File: config.mk
export PLATFORM = sky130hd
export DESIGN_NAME = lcdcol_drv
export DESIGN_NICKNAME = d
export VERILOG_FILES = /design/src/rtl/lcdcol_pkg.sv /design/src/rtl/lcdcol_fall.sv /design/src/rtl/lcdcol_chain.sv /design/src/rtl/lcdcol_store.sv /design/src/rtl/lcdcol_encode.sv /design/src/rtl/lcdcol_drv.sv
export SDC_FILE = /design/constraint.sdc
export NUM_CORES = 1
export LEC_CHECK = 0
export BUFFER_PORTS_ARGS = -buffer_cell sky130_fd_sc_hd__buf_2
export CORE_MARGIN = 2
export CORE_UTILIZATION = 35
export DETAILED_ROUTE_END_ITERATION = 10
export GPL_TIMING_DRIVEN = 0
export PLACE_DENSITY = 0.67
export SYNTH_ARGS = -nofsm -noshare
export SYNTH_HDL_FRONTEND = slang
export SYNTH_SLANG_ARGS = --single-unit
File: constraint.sdc
create_clock -name clk -period 2.5 [get_ports clk]
set_clock_uncertainty 0.05 [all_clocks]
set_input_delay 0.25 -clock clk [delete_from_list [all_inputs] [get_ports clk]]
set_output_delay 0.25 -clock clk [all_outputs]
set_load 0.01 [all_outputs]
File: src/rtl/lcdcol_pkg.sv
package lcdcol_pkg;
   // drive levels, highest potential first
   typedef enum logic [1:0] {
      LVL_RAIL = 2'b00,
      LVL_MIDH = 2'b01,
      LVL_MIDL = 2'b10,
      LVL_NEG  = 2'b11
   } lvl_e;

   function automatic lvl_e pick_level(input logic lit, input logic frame);
      if (frame)
         return lit ? LVL_RAIL : LVL_MIDL;
      else
         return lit ? LVL_NEG : LVL_MIDH;
   endfunction
endpackage

File: src/rtl/lcdcol_fall.sv
module lcdcol_fall #(
   parameter int W = 3
) (
   input  logic         clk,
   input  logic         rst,
   input  logic [W-1:0] sig,
   output logic [W-1:0] fall
);
   logic [W-1:0] prev_q;

   always_ff @(posedge clk) begin
      if (rst) prev_q <= '0;
      else     prev_q <= sig;
   end

   assign fall = prev_q & ~sig;
endmodule

File: src/rtl/lcdcol_chain.sv
module lcdcol_chain #(
   parameter int SLOTS = 16,
   localparam int CW   = $clog2(SLOTS + 1)
) (
   input  logic          clk,
   input  logic          rst,
   input  logic          sh_fall,
   input  logic          lp_fall,
   input  logic          ec_fall,
   input  logic          chain_in,
   output logic          wr_en,
   output logic [CW-1:0] wr_slot,
   output logic          full,
   output logic          chain_out
);
   logic [CW-1:0] cnt_q;
   logic          eo_q;

   assign full    = (cnt_q == CW'(SLOTS));
   assign wr_en   = sh_fall & chain_in & ~full & ~lp_fall;
   assign wr_slot = cnt_q;

   always_ff @(posedge clk) begin
      if (rst) begin
         cnt_q <= '0;
         eo_q  <= 1'b0;
      end else if (lp_fall) begin
         cnt_q <= '0;
         eo_q  <= 1'b0;
      end else begin
         if (wr_en)           cnt_q <= cnt_q + 1'b1;
         if (ec_fall && full) eo_q  <= 1'b1;
      end
   end

   assign chain_out = eo_q;
endmodule

File: src/rtl/lcdcol_store.sv
module lcdcol_store #(
   parameter int COLS = 64,
   parameter int NIB  = 4,
   localparam int SLOTS = COLS / NIB,
   localparam int CW    = $clog2(SLOTS + 1)
) (
   input  logic            clk,
   input  logic            rst,
   input  logic            wr_en,
   input  logic [CW-1:0]   wr_slot,
   input  logic [NIB-1:0]  nib,
   input  logic            lp_fall,
   output logic [COLS-1:0] latched
);
   logic [COLS-1:0] row;
   logic [COLS-1:0] lat_q;

   for (genvar g = 0; g < SLOTS; g++) begin : g_slot
      logic [NIB-1:0] slot_q;
      always_ff @(posedge clk) begin
         if (rst)                               slot_q <= '0;
         else if (wr_en && wr_slot == CW'(g))   slot_q <= nib;
      end
      assign row[g*NIB +: NIB] = slot_q;
   end

   always_ff @(posedge clk) begin
      if (rst)          lat_q <= '0;
      else if (lp_fall) lat_q <= row;
   end

   assign latched = lat_q;
endmodule

File: src/rtl/lcdcol_encode.sv
module lcdcol_encode
   import lcdcol_pkg::*;
#(
   parameter int COLS = 64
) (
   input  logic [COLS-1:0]   latched,
   input  logic              frame,
   output logic [2*COLS-1:0] lvl
);
   for (genvar c = 0; c < COLS; c++) begin : g_col
      assign lvl[2*c +: 2] = pick_level(latched[c], frame);
   end
endmodule

File: src/rtl/lcdcol_drv.sv
module lcdcol_drv #(
   parameter int COLS = 64,
   parameter int NIB  = 4,
   localparam int SLOTS = COLS / NIB,
   localparam int CW    = $clog2(SLOTS + 1)
) (
   input  logic              clk,
   input  logic              rst,
   input  logic [3:0]        nib_i,
   input  logic              shclk_i,
   input  logic              lpulse_i,
   input  logic              frame_i,
   input  logic              chain_in_i,
   input  logic              chclk_i,
   output logic              chain_out_o,
   output logic [2*COLS-1:0] lvl_o
);
   if (NIB != 4) begin : g_bad_nib
      $error("lcdcol_drv: bus width must be 4");
   end
   if (COLS % NIB != 0 || COLS < NIB) begin : g_bad_cols
      $error("lcdcol_drv: COLS must be a multiple of NIB");
   end

   logic [2:0]      falls;
   logic            sh_fall, lp_fall, ec_fall;
   logic            wr_en, full;
   logic [CW-1:0]   wr_slot;
   logic [COLS-1:0] latched;

   lcdcol_fall #(.W(3)) u_fall (
      .clk(clk), .rst(rst),
      .sig({chclk_i, lpulse_i, shclk_i}),
      .fall(falls)
   );
   assign sh_fall = falls[0];
   assign lp_fall = falls[1];
   assign ec_fall = falls[2];

   lcdcol_chain #(.SLOTS(SLOTS)) u_chain (
      .clk(clk), .rst(rst),
      .sh_fall(sh_fall), .lp_fall(lp_fall), .ec_fall(ec_fall),
      .chain_in(chain_in_i),
      .wr_en(wr_en), .wr_slot(wr_slot), .full(full),
      .chain_out(chain_out_o)
   );

   lcdcol_store #(.COLS(COLS), .NIB(NIB)) u_store (
      .clk(clk), .rst(rst),
      .wr_en(wr_en), .wr_slot(wr_slot), .nib(nib_i[NIB-1:0]),
      .lp_fall(lp_fall), .latched(latched)
   );

   lcdcol_encode #(.COLS(COLS)) u_enc (
      .latched(latched), .frame(frame_i), .lvl(lvl_o)
   );
endmodule

==> results of run 1 <==
## worst max-delay path: stages
cell,delay (ns)
clkdlybuf4s15_1,0.50
buf_2,0.39
inv_4,0.42
buf_4,0.19
buf_2,0.12
## layer usage
| layer | wire length (µm) | vias to the layer above |
|---|---|---|
| met5 | 0 | - |
| met3 | 803 | 15 |
| met2 | 6410 | 153 |
| li1 | - | 2514 |
| met1 | 6710 | 2189 |
| met4 | 176 | 0 |
## sequential cells by signal, summed over array words and instances, names as in the netlist
register               cells
u_store.g_slot.slot_q     64
u_store.latched           64
u_chain.wr_slot            5
u_fall.prev_q              3
u_chain.chain_out          1
## area by class of cell
type | instances | area share
tap | 225 | 0.0368
inverter | 8 | 0.00425
multi-input combinational | 444 | 0.348
buffer | 107 | 0.0870
sequential | 137 | 0.359
clock buffer | 18 | 0.0561
timing repair buffer | 136 | 0.0890
clock inverter | 12 | 0.0201
## repair_timing
action                     CTS  global route
resized for setup            0             4
hold endpoints to repair     0             0
setup endpoints to repair    0            63
## worst paths after layout
path                               startpoint  slack, ns  depth (start not counted)                           end
hold reg to reg   u_store.g_slot[2].slot_q[0]       0.40                          2            u_store.latched[8]
setup / recovery                      frame_i       0.31                          5                     lvl_o[48]
hold / removal                        chclk_i       0.05                          3              u_fall.prev_q[2]
setup reg to reg           u_chain.wr_slot[0]       0.58                          6  u_store.g_slot[15].slot_q[3]
## logic make-up after synthesis
group	after synthesis	synth area share
AO/OA/AOI/OAI	77	0.0641
XOR/XNOR	66	0.0949
adder cells (fa/ha/maj)	5	0.0103
buffers and inverters	115	0.113
flip-flops	137	0.450
multiplexers	60	0.0986
AND/OR/NAND/NOR	236	0.169
## where the power goes
| group | total [mW] | switching [mW] | internal [mW] |
|---|---|---|---|
| sequential | 2.19 | 0.00395 | 2.19 |
| combinational | 0.448 | 0.265 | 0.183 |
| clock | 2.45 | 0.901 | 1.55 |
## cells in the final DEF (no fill, tap or decap), types with 2 or more instances in the layout
master,netlist,routed
a21oi_1,70,70
and2b_1,2,2
and4bb_2,3,3
buf_1,3,3
buf_2,17,153
buf_4,63,63
bufinv_16,0,3
clkbuf_1,24,24
clkbuf_16,0,17
clkinv_2,0,3
clkinv_4,0,3
clkinvlp_4,0,3
dfxtp_1,137,137
ha_1,5,5
inv_1,7,6
mux2i_1,60,60
nand2_1,130,130
nand2b_1,3,3
nand3_1,6,6
nand4_1,15,15
nor2_1,66,66
nor2b_1,3,3
o21ai_0,5,5
xnor2_1,2,2
xor2_1,64,64
## stage by stage
step           setup TNS (ns)  hold WS [ns]  area, µm²
2_1_floorplan               0         0.325       6090
3_3_place_gp           -21.25         0.393       7060
3_5_place_dp                0         0.397       7060
4_1_cts                     0        0.0341       7640
5_1_grt                     0        0.0457       7650
6_report                    0        0.0464       7650
==> impl_metrics.tcl, run 1 <==
set metrics [dict create \
    grt_pass1_wl_um 22500 \
    seqCellArea_mm2 0.00274 \
    required_ns 2.20 \
    hold_violations 0 \
    hold_class "in -> reg" \
    clk_path_buf_depth 2 \
    ys_ff_latch 137 \
    endpoint_kind "primary output" \
    p_leak_nw 3.69 \
    syn_area_mm2 0.00609 \
    busiest_layer "met2" \
    area_growth_pct 25.5 \
    cts_max_level 4 \
    io_buffers 136 \
    yosys.area.top_type "dfxtp_1" \
    hold_buffers 0 \
    insertion_delay_ns 0.41 \
    die_x_um 136 \
    yosysMostFrequentCell "dfxtp_1" \
    die_h_um 136 \
    seq_area_frac_synth 0.450 \
    dieArea_mm2 0.0185 \
    pre_cts_ws_ns 0.0567 \
    num-fill-cells 1700 \
    drc 0 \
    first_pass_iters 5 \
    multi_input_area_mm2 0.00266 \
    crit_arrival_ns 1.89 \
    cp_max_fo 64 \
    routedWlPerCell_um 13.0 \
    gr-usage-met2 0.258 \
    drive_above_1_share 0.294 \
    startpoint_type "input port" \
    grtUsageTotal 0.155 \
    finalSetupViolCount 0 \
    ys.flop_type "dfxtp_1" \
    met1_usage 0.200 \
    syn_avg_cell_area_um2 8.75 \
    num_rows 48 \
    power_mw 5.09 \
    antenna_found_initial 0 \
    post_cts_buffers 0 \
    grt_overflow 0 \
    tritoncts "done" \
    timing.slew.headroom 0.559 \
    nNetsFinal 867 \
    cap_violations 0 \
    initial_utilization 0.355 \
    final_cells 1087 \
    synth.area.top_cells "dfxtp_1 (45%), mux2i_1 (9.9%), xor2_1 (9.2%)" \
    min_period_ns 2.19 \
    grt_max_degree 65 \
    yosysWarnings 0 \
    place.gp.congestion 0.854 \
    routed_wl_um 14100 \
    vdd_drop_max_uv 330 \
    core_mm2 0.0172 \
    fin_util 0.445 \
    syn-num-nets 712 \
    grt_pass1_vias 4357 \
    status "completed" \
    worstSetupPathType "in -> out" \
    postSynthCellCount 696 \
    powerDensity_mw_per_mm2 666 \
    dp_cells 1057 \
    pin_count 140 \
    synth_top_area_share 0.450 \
    diodes 0 \
    post-route-period-util 0.875 \
    dr.first_iter.drc_count 257 \
    synth_edf_count 0 \
    fmax_ghz 0.457 \
    synth_commonest_cells "dfxtp_1 (137), nand2_1 (130), a21oi_1 (70)" \
    cts_sinks 137 \
    via_count 4871 \
    cts_buffers 17 \
    synthArstFlopShare 0 \
    drtAntennaViolNets 0 \
    tightest_slew_ns 0.661 \
    drv_slew 0 \
    use_met3 0.0384 \
    cts-root-buf "clkbuf_16" \
    fin_ws_ns 0.311 \
    dp_hpwl_um 10100 \
    routed_via_density 4.48 \
    clk_pin_slew_ns 0.05 \
    ys_types 31 \
    rsz0062_at_grt "no" \
]
(Power assumes the default switching activity.)
==> run 2: changes to the inputs <==
--- a/config.mk
+++ b/config.mk
@@ -10,7 +10,7 @@
 export CORE_UTILIZATION = 35
 export DETAILED_ROUTE_END_ITERATION = 10
 export GPL_TIMING_DRIVEN = 0
-export PLACE_DENSITY = 0.67
+export PLACE_DENSITY = 0.63
 export SYNTH_ARGS = -nofsm -noshare
 export SYNTH_HDL_FRONTEND = slang
 export SYNTH_SLANG_ARGS = --single-unit
==> run 2 against run 1 <==
Net effect:
- wire length rose by 0.76%
- global-route usage is 0.090 points lower
- die area did not move
- first-iteration DRC count fell by 26%
- register-to-register slack gained 0.02 ns
- setup slack got worse by 0.041 ns
- clock power about the same
- non-clock buffer count did not move
- highest routed layer unchanged
==> impl_metrics.tcl, run 2 (synthesis gave the netlist of run 1 again) <==
set metrics [dict create \
    layout_commonest_cell "buf_2" \
    die_h_um 136 \
    pin_count 140 \
    core_mm2 0.0172 \
    hold_violations 0 \
    cts-root-buf "clkbuf_16" \
    antenna_found_initial 0 \
    dp_hpwl_um 10200 \
    hold_buffers 0 \
    timing.slew.headroom 0.537 \
    worstSetupPathType "in -> out" \
    num_rows 48 \
    powerDensity_mw_per_mm2 669 \
    die_x_um 136 \
    post-route-period-util 0.892 \
    cap_violations 0 \
    power_mw 5.12 \
    min_period_ns 2.23 \
    required_ns 2.20 \
    cts_max_level 4 \
    diodes 0 \
    cp_max_fo 64 \
    nNetsFinal 867 \
    routed_via_density 4.41 \
    tritoncts "done" \
    crit_arrival_ns 1.93 \
    drtAntennaViolNets 0 \
    drc 0 \
    status "completed" \
    dieArea_mm2 0.0185 \
    r2r_cells 6 \
    cts_buffers 17 \
    post_cts_buffers 0 \
    holdPathEnd "u_fall.prev_q[2]" \
    grtUsageTotal 0.154 \
    routedWlPerCell_um 13.0 \
    fin_ws_ns 0.270 \
    timing.rr.start "u_chain.wr_slot[0]" \
    post_cts_resized 0 \
    hold_class "in -> reg" \
    rsz0062_at_grt "no" \
    clk_pin_slew_ns 0.06 \
    hp-start "chclk_i" \
    insertion_delay_ns 0.41 \
    io_buffers 136 \
    grt_overflow 0 \
    startpoint_type "input port" \
    grt_pass1_wl_um 22300 \
    area_growth_pct 25.6 \
    routed_wl_um 14200 \
    grt_max_degree 65 \
    final_cell_mix "buf_2 (153), dfxtp_1 (137), nand2_1 (130), a21oi_1 (70), nor2_1 (66)" \
    drive_above_1_share 0.294 \
    p_leak_nw 3.69 \
    first_pass_iters 4 \
    cts_sinks 137 \
    drv_slew 0 \
    fmax_ghz 0.448 \
    rrSetupSlack_ns 0.60 \
    via_count 4803 \
    reg2reg_to "u_store.g_slot[15].slot_q[3]" \
    place.gp.congestion 0.870 \
    tightest_slew_ns 0.694 \
    clk_path_buf_depth 2 \
    initial_utilization 0.355 \
    endpoint_kind "primary output" \
    hold_path_depth 3 \
    pre_cts_ws_ns 0.0749 \
    finalSetupViolCount 0 \
    vdd_drop_max_uv 360 \
    grt_pass1_vias 4362 \
    dr.first_iter.drc_count 190 \
]
run 2: changes by cell type in the layout (fill, tap and decap cells not counted):
cell,change
clkinvlp_4,+1
clkinv_4,-2
clkinv_2,+2
clkbuf_1,+1
run 2: metrics by stage:
stage	setup TNS, ns	cells	hold slack, ns	util	cell area [µm²]
floorplan	0	696	0.325	-	6090
global placement	-18.94	1057	0.392	0.411	7060
detailed placement	0	1057	0.398	0.411	7060
CTS	0	1089	0.0369	0.445	7640
global route	0	1089	0.0558	0.445	7650
finish	0	1089	0.0511	0.445	7650
run 2: layout make-up:
cell class | count | area [µm²]
clock buffers | 19 | 433
repair buffers | 136 | 681
multi-input cells | 444 | 2660
well taps | 225 | 282
flip-flops and latches | 137 | 2740
plain buffers | 107 | 666
inverters | 8 | 32.5
clock inverters | 13 | 154
fillers | 1753 | 9530
run 2: per-layer routing:
layer | part of all wire | vias up | GRT usage
li1 | - | 2517 | -
met1 | 0.48 | 2145 | 0.198
met2 | 0.46 | 137 | 0.255
met3 | 0.059 | 4 | 0.0380
met4 | 0.0043 | 0 | 0.0457
met5 | 0 | - | 0
run 2: worst max path at each step:
stage,start,to,slack [ns],cells past startpoint
3_3_place_gp,frame_i,lvl_o[98],-0.30,5
3_5_place_dp,frame_i,lvl_o[12],0.07,5
4_1_cts,frame_i,lvl_o[12],0.07,5
6_report,frame_i,lvl_o[12],0.27,5
2_1_floorplan,frame_i,lvl_o[100],0.23,4
5_1_grt,frame_i,lvl_o[32],0.10,5
run 2: worst max-delay path, cell delays in order:
cell	delay, ns
clkdlybuf4s15_1	0.52
buf_2	0.40
inv_4	0.43
buf_4	0.20
buf_2	0.12
run 2: report_power, final:
group | internal, mW | total [mW] | switching [mW]
clock | 1.56 | 2.48 | 0.919
sequential | 2.19 | 2.19 | 0.00394
combinational | 0.183 | 0.449 | 0.266
==> run 3: changes to the inputs <==
--- a/config.mk
+++ b/config.mk
@@ -6,11 +6,13 @@
 export NUM_CORES = 1
 export LEC_CHECK = 0
 export BUFFER_PORTS_ARGS = -buffer_cell sky130_fd_sc_hd__buf_2
+export CELL_PAD_IN_SITES_DETAIL_PLACEMENT = 1
+export CELL_PAD_IN_SITES_GLOBAL_PLACEMENT = 1
 export CORE_MARGIN = 2
-export CORE_UTILIZATION = 35
+export CORE_UTILIZATION = 31
 export DETAILED_ROUTE_END_ITERATION = 10
 export GPL_TIMING_DRIVEN = 0
-export PLACE_DENSITY = 0.63
+export PLACE_DENSITY = 0.71
 export SYNTH_ARGS = -nofsm -noshare
 export SYNTH_HDL_FRONTEND = slang
 export SYNTH_SLANG_ARGS = --single-unit
==> run 3 against run 2 <==
Net effect:
- critical path depth unchanged
- setup slack better by 0.036 ns
- wire length up 15%
- critical path type unchanged
- combinational power up 2%
- critical endpoint is now lvl_o[42]
- highest routed layer unchanged
==> impl_metrics.tcl, run 3 (synthesis gave the netlist of run 1 again) <==
set metrics [dict create \
    p_leak_nw 3.74 \
    rrSetupSlack_ns 0.57 \
    min_period_ns 2.19 \
    cts-root-buf "clkbuf_16" \
    crit_arrival_ns 1.89 \
    seqCellArea_mm2 0.00274 \
    worstSetupPathType "in -> out" \
    crit_path_top_delay_cell "inv_2" \
    critPathMostFrequentCell "buf_2" \
    dp_hpwl_um 11500 \
    tightest_slew_ns 0.898 \
    insertion_delay_ns 0.42 \
    path_delay_family "buffers and inverters" \
    hold_class "in -> reg" \
    drv_slew 0 \
    powerDensity_mw_per_mm2 702 \
    drive_above_1_share 0.297 \
    cts_buffers 17 \
    tritoncts "done" \
    fin_ws_ns 0.307 \
    grtUsageTotal 0.159 \
    via_count 4995 \
    rsz0062_at_grt "no" \
    nNetsFinal 867 \
    finalSetupViolCount 0 \
    first_pass_iters 4 \
    antenna_found_initial 0 \
    final_cell_mix "buf_2 (153), dfxtp_1 (137), nand2_1 (130), a21oi_1 (70), nor2_1 (66)" \
    post_cts_resized 1 \
    grt_pass1_vias 4988 \
    cts_sinks 137 \
    vdd_drop_max_uv 456 \
    pre_cts_ws_ns -0.0136 \
    die_h_um 144 \
    routed_via_density 4.42 \
    grt_max_degree 65 \
    cp_max_fo 64 \
    drc 0 \
    io_buffers 136 \
    dr.first_iter.drc_count 177 \
    p_comb_frac 0.084 \
    grt_pass1_wl_um 25600 \
    num_rows 51 \
    startpoint_type "input port" \
    area_growth_pct 27.7 \
    grt_overflow 0 \
    path_cells "clkbuf_2 > buf_2 > inv_2 > buf_4 > buf_2" \
    die_x_um 144 \
    required_ns 2.20 \
    tns_ns 0 \
    num-fill-cells 2373 \
    clk_pin_slew_ns 0.05 \
    finish.instance_area_mm2 0.00778 \
    layout_commonest_cell "buf_2" \
    place.gp.congestion 0.800 \
    clk_path_buf_depth 2 \
    final_cells 1130 \
    critPathBufInv 5 \
    cap_violations 0 \
    p_sw_mw 1.22 \
    switching_share 0.223 \
    clkPwrFrac 0.515 \
    place_area_mm2 0.00711 \
    routed_wl_um 16300 \
    timing.slew.headroom 0.400 \
    seqPwrFrac 0.401 \
    crit_path_max_incr_delay_ns 0.68 \
    post-route-period-util 0.877 \
    hold_violations 0 \
    drtAntennaViolNets 0 \
    status "completed" \
    dp_cells 1097 \
    hold_buffers 0 \
    fmax_ghz 0.456 \
    core_mm2 0.0194 \
    intPower_mw 4.25 \
    initial_utilization 0.314 \
    cts_max_level 4 \
    routedWlPerCell_um 14.4 \
    pin_count 140 \
    endpoint_kind "primary output" \
    multi_input_area_mm2 0.00266 \
    post_cts_buffers 0 \
    dieArea_mm2 0.0208 \
]
==> run 3: final cells by class <==
type	count	area share
inverter	8	0.00386
sequential	137	0.352
tap	265	0.0426
antenna	1	0.000322
timing repair buffer	136	0.0875
clock buffer	21	0.0617
buffer	107	0.0849
clock inverter	11	0.0246
multi-input combinational	444	0.342
==> run 3: layer usage <==
metal	routed length [µm]	up-vias	share of wire	track usage
li1	-	2516	-	-
met1	7610	2341	0.47	0.194
met2	7800	129	0.48	0.278
met3	808	9	0.050	0.0374
met4	99	0	0.0061	0.0475
met5	0	-	0	0
==> run 3: per-stage QoR <==
step / power (mW) / hold slack, ns / util
5_1_grt: 5.66 / 0.0559 / 0.401
3_3_place_gp: 2.70 / 0.391 / 0.366
3_5_place_dp: 2.70 / 0.397 / 0.366
2_1_floorplan: 2.53 / 0.325 / -
6_report: 5.46 / 0.0417 / 0.401
4_1_cts: 5.52 / 0.0332 / 0.401
==> run 3: worst paths after layout <==
path	endpoint	depth (start not counted)	start
setup / recovery	lvl_o[42]	5	frame_i
hold / removal	u_fall.prev_q[2]	3	chclk_i
setup reg to reg	u_store.g_slot[15].slot_q[0]	6	u_chain.wr_slot[0]
hold reg to reg	u_store.latched[34]	2	u_store.g_slot[8].slot_q[2]
==> run 3: worst register-to-register path, cell delays in order, from the launching register on <==
cell	delay, ns
dfxtp_1	0.41
inv_1	0.09
ha_1	0.24
and4bb_4	0.23
or4_4	0.47
o21ai_0	0.21
a21oi_1	0.10
==> run 3: power by group through the flow <==
stage	registers, mW	logic, mW	clock network [mW]
5_1_grt	2.19	0.505	2.96
4_1_cts	2.19	0.467	2.86
3_5_place_dp	2.24	0.464	0
3_3_place_gp	2.24	0.462	0
6_report	2.19	0.457	2.81
2_1_floorplan	2.24	0.286	0
